**src/rtl/tally_pkg.sv**
```systemverilog
package tally_pkg;
  // Default number of counted input bits.
  localparam int unsigned DEFAULT_INPUTS = 8;

  // Width of an index that can name any of n+1 count lines.
  function automatic int unsigned line_idx_width(input int unsigned n);
    int unsigned w;
    w = 1;
    while ((1 << w) < (n + 1)) w++;
    return w;
  endfunction
endpackage

```
**src/rtl/tally_stage.sv**
```systemverilog
module tally_stage #(
  parameter int unsigned LINES = 9
) (
  input  logic [LINES-1:0] vec_in,
  input  logic             step,
  output logic [LINES-1:0] vec_out
);
  // Position 0 has no diagonal source, so it is forced low on a step.
  assign vec_out[0] = step ? 1'b0 : vec_in[0];

  for (genvar k = 1; k < LINES; k++) begin : g_pos
    // A clear step takes the straight path; a set step takes the diagonal.
    assign vec_out[k] = step ? vec_in[k-1] : vec_in[k];
  end
endmodule

```
**src/rtl/tally_chain.sv**
```systemverilog
module tally_chain #(
  parameter int unsigned NUM_IN = 8,
  localparam int unsigned LINES = NUM_IN + 1
) (
  input  logic [NUM_IN-1:0] bits,
  output logic [LINES-1:0]  tally
);
  logic [LINES-1:0] link [0:NUM_IN];

  // The seed vector holds a 1 on line 0 only.
  assign link[0] = {{(LINES-1){1'b0}}, 1'b1};

  for (genvar s = 0; s < NUM_IN; s++) begin : g_stage
    tally_stage #(.LINES(LINES)) stage_i (
      .vec_in (link[s]),
      .step   (bits[s]),
      .vec_out(link[s+1])
    );
  end

  assign tally = link[NUM_IN];
endmodule

```
**src/rtl/onehot_watch.sv**
```systemverilog
module onehot_watch #(
  parameter int unsigned WIDTH = 9
) (
  input  logic [WIDTH-1:0] vec,
  output logic             bad
);
  logic any_set;
  logic many_set;

  // Scan the vector and note whether one bit, or more than one, is set.
  always_comb begin
    any_set  = 1'b0;
    many_set = 1'b0;
    for (int i = 0; i < WIDTH; i++) begin
      if (vec[i]) begin
        if (any_set) many_set = 1'b1;
        any_set = 1'b1;
      end
    end
    bad = many_set | ~any_set;
  end
endmodule

```
**src/rtl/tally_onehot_net.sv**
```systemverilog
module tally_onehot_net #(
  parameter int unsigned NUM_IN = tally_pkg::DEFAULT_INPUTS
) (
  input  logic [NUM_IN-1:0] in_bits,
  output logic [NUM_IN:0]   count_oh,
  output logic              onehot_err
);
  localparam int unsigned LINES = NUM_IN + 1;
  localparam int unsigned IW    = tally_pkg::line_idx_width(NUM_IN);

  tally_chain #(.NUM_IN(NUM_IN)) chain_i (
    .bits (in_bits),
    .tally(count_oh)
  );

  onehot_watch #(.WIDTH(LINES)) watch_i (
    .vec(count_oh),
    .bad(onehot_err)
  );

  // Reference count built by adding, independent of the steering chain.
  logic [IW-1:0] ref_cnt;
  always_comb begin
    ref_cnt = '0;
    for (int i = 0; i < NUM_IN; i++) ref_cnt = ref_cnt + IW'(in_bits[i]);
  end

  always_comb begin
    p_onehot_r2: assert ($countones(count_oh) == 1)
      else $error("count lines not one-hot: %b", count_oh);
    p_index_r1: assert (count_oh[ref_cnt] == 1'b1)
      else $error("line %0d low for input %b", ref_cnt, in_bits);
    p_err_quiet_r7: assert (onehot_err == 1'b0)
      else $error("checker flagged %b", count_oh);
    p_zero_line_r6: assert ((in_bits == '0) || (count_oh[0] == 1'b0))
      else $error("line 0 high with input %b", in_bits);
  end
endmodule

```
**config.mk**
```make
export PLATFORM = sky130hd
export DESIGN_NAME = tally_onehot_net
export DESIGN_NICKNAME = d
export VERILOG_FILES = /design/src/rtl/tally_pkg.sv /design/src/rtl/tally_stage.sv /design/src/rtl/tally_chain.sv /design/src/rtl/onehot_watch.sv /design/src/rtl/tally_onehot_net.sv
export SDC_FILE = /design/constraint.sdc
export NUM_CORES = 1
export LEC_CHECK = 0
export BUFFER_PORTS_ARGS = -buffer_cell sky130_fd_sc_hd__buf_2
export CELL_PAD_IN_SITES_DETAIL_PLACEMENT = 1
export CELL_PAD_IN_SITES_GLOBAL_PLACEMENT = 1
export CORE_MARGIN = 10
export CORE_UTILIZATION = 40
export DETAILED_ROUTE_END_ITERATION = 8
export GPL_TIMING_DRIVEN = 0
export PLACE_DENSITY_LB_ADDON = 0.12
export SYNTH_ARGS = -nofsm -noshare
export SYNTH_HDL_FRONTEND = slang
export SYNTH_SLANG_ARGS = --single-unit
```
**constraint.sdc**
```tcl
create_clock -name vclk -period 2.9
set_input_delay 0.29 -clock vclk [all_inputs]
set_output_delay 0.29 -clock vclk [all_outputs]
set_load 0.01 [all_outputs]
```
==> reports/qor.yml <==
outcome:
  outcome: "complete, no violations"
power:
  power_frac_comb_pct: 100.0
  leakage_nw: 0.354
  seqPwrFrac_pct: 0
  p_per_area_nw_per_um2: 200
  switching_share_pct: 58.0
  ir_drop_mv: 0.0924
  p_clk_share_pct: 0
  internal_power_mw: 0.0799
  power_switching_mw: 0.110
sta:
  max_freq_mhz: 358
  finalMaxSlewViolations: 0
  hold_viol: 0
  layout_min_cycle_time_ps: 2790
  setup_ws_ps: 106
  worstMarginPinSlew_ps: 496
  slew_headroom_pct: 66.9
  finalCritPeriodShare_pct: 96.4
  finalSetupTns_ps: 0
  setup_viol: 0
  whs_ps: 1070
place:
  port_buffers: 16
  place_ws_ps: -129
  hpwl_um: 2210
  gp_congestion: 0.878
  place_inst: 156
finish:
  seq_cell_count: 0
  n_antenna_cell: 0
  seqCellArea_sq_um: 0
  num-nets-final: 144
  finalNonFillerCells: 156
  syn2layout_area_growth_pct: 23.0
  drive_gt1_share_pct: 29.8
  fillers: 251
  nClkBuffers: 0
global_routing:
  grt-ovfl-total: 0
  grt_pass1_vias: 973
  antenna_found_initial: 0
  grt_pass1_wl_um: 4370
  track_usage_pct: 12.2
  grt_max_degree: 11
floorplanning:
  ios: 18
  die_x_um: 63.9
  dieArea_sq_um: 4090
  die_h_um: 63.9
  start_util_pct: 43.3
  row_count: 15
  core-area_sq_um: 1780
drt:
  vias_per_cell: 6.33
  first_pass_iters: 4
  drc: 0
  detail-route-antenna-nets: 0
  initialDrtViolationCount: 48
  wl_per_cell_um: 18.3
  vias: 987
  routed_wl_um: 2860
synthesis:
  synth_xor_area_share_pct: 2.27
  yosys_warnings: 0
  syn_area_per_cell_sq_um: 6.71
  synth-simple-area-share_pct: 36.3
  yosys.area.top_type_share_pct: 6.32
  syn-cell-area_sq_um: 772
  syn_inst: 115
  synth_nets: 126
  yosys-top-cells-area: "nand2_1 6.3%, nor2_1 5.3%, mux2i_1 5.2%"
  synth_fa_ha_area_share_pct: 4.86
  synth_compound_area_share_pct: 40.7
  ys_types: 45
  muxShareOfSynthArea_pct: 8.10
  synth_top_family_by_area: "compound AO/OA/AOI/OAI gates"
  ys_seq_area_share_pct: 0
  yosysTopAreaCell: "nand2_1"
clock_tree:
  cts_setup_buffers: 0
  hold_buffers: 0
critical_path:
  slowest_delay_ps: 380
  cp.required_ps: 2610
  cp-start-kind: "input port"
  critPathCaptureType: "primary output"
  cpMostUsedCell: "buf_2"
  path_class: "in -> out"
  cp_slowest_cell: "or3b_1"
  worst-endpoint-arrival_ps: 2500
  worstPathMaxFanout: 5
  crit_chain: "buf_2, ha_2, or3b_1, a21oi_2, nor2_1, or3_1, a31oi_1, o22ai_1, o211ai_1, a21o_1, buf_2"
run:
  max_cap_violations: 0
hold_path:
  hold_class: "in -> out"
-- routing by layer --
metal	track usage, %	up-vias	routed length, um
met5	0	-	0
met4	2.19	0	14
met3	1.22	2	119
met2	22.6	20	1460
met1	14.6	494	1260
li1	-	471	-
-- cell usage in the layout (no fill, tap or decap), drive strengths merged, types with 2 or more instances in the layout --
master  instances
o22ai           4
o32ai           2
a21o            3
and2            3
clkbuf          3
nor3            7
o211ai          5
or2             2
xnor2           2
buf            20
or3b            3
mux2            2
nand4b          2
mux2i           4
a21oi           7
o21ai           6
nor3b           2
nor2           12
or3             2
nand3           2
inv             2
a31oi           2
ha              3
nand2b          3
nand2          13
o21a            3
a211oi          4
-- synthesized netlist by cell type, types with 2 or more instances --
cell / n
a211oi_1: 3
ha_1: 3
o21a_1: 3
mux2i_1: 4
nand4b_1: 2
clkbuf_1: 3
nor3b_1: 2
o22ai_1: 4
xnor2_1: 2
nor2_1: 11
o32ai_1: 2
nor3_1: 7
nand2b_1: 3
and2_1: 2
mux2_2: 2
o21ai_0: 6
a21oi_1: 5
o211ai_1: 5
nand3_1: 2
inv_1: 2
buf_6: 3
a21o_1: 3
a21oi_2: 2
nand2_1: 13
-- layout make-up --
type / count / area (sq um) / area share, %
timing repair buffer: 16 / 80.1 / 8.43
multi-input combinational: 105 / 778 / 81.9
buffer: 7 / 48.8 / 5.14
tap: 25 / 31.3 / 3.29
inverter: 3 / 11.3 / 1.19
-- critical path, delay by kind of cell --
kind | cells | cell delay, ps
AOI/OAI and AO/OA | 5 | 900
adders and majority gates | 1 | 230
buffers and inverters | 2 | 210
and+or+nand+nor | 3 | 880
-- power by group through the flow --
stage / Combinational [mW] / Sequential [mW] / Clock [mW]
floorplan: 0.124 / 0 / 0
global placement: 0.163 / 0 / 0
detailed placement: 0.171 / 0 / 0
CTS: 0.174 / 0 / 0
global route: 0.208 / 0 / 0
finish: 0.190 / 0 / 0
-- through the flow --
stage / total power, mW / util, % / cell area (sq um)
detailed placement: 0.171 / 49.5 / 883
global placement: 0.163 / 49.5 / 883
finish: 0.190 / 53.3 / 950
CTS: 0.174 / 50.1 / 893
floorplan: 0.124 / - / 772
global route: 0.208 / 53.3 / 950
-- final timing paths --
kind                    from  slack [ps]  cells after the start          end
setup / recovery  in_bits[0]         110                     11   onehot_err
hold / removal    in_bits[7]        1070                      4  count_oh[8]
-- logic make-up (layout without fill, tap and decap cells) --
group                    Yosys count  count (layout)
adder cells (fa/ha/maj)            3               3
AND/OR/NAND/NOR                   52              52
multiplexers                       6               6
XOR/XNOR                           2               2
buffers and inverters             10              26
AO/OA/AOI/OAI                     42              42
-- timing repair --
item	CTS	global route
endpoints found under the setup margin	1	1
pin swaps	0	1
gates cloned	0	0
gates resized for setup	2	9
Power figures use the tool's default switching activity.
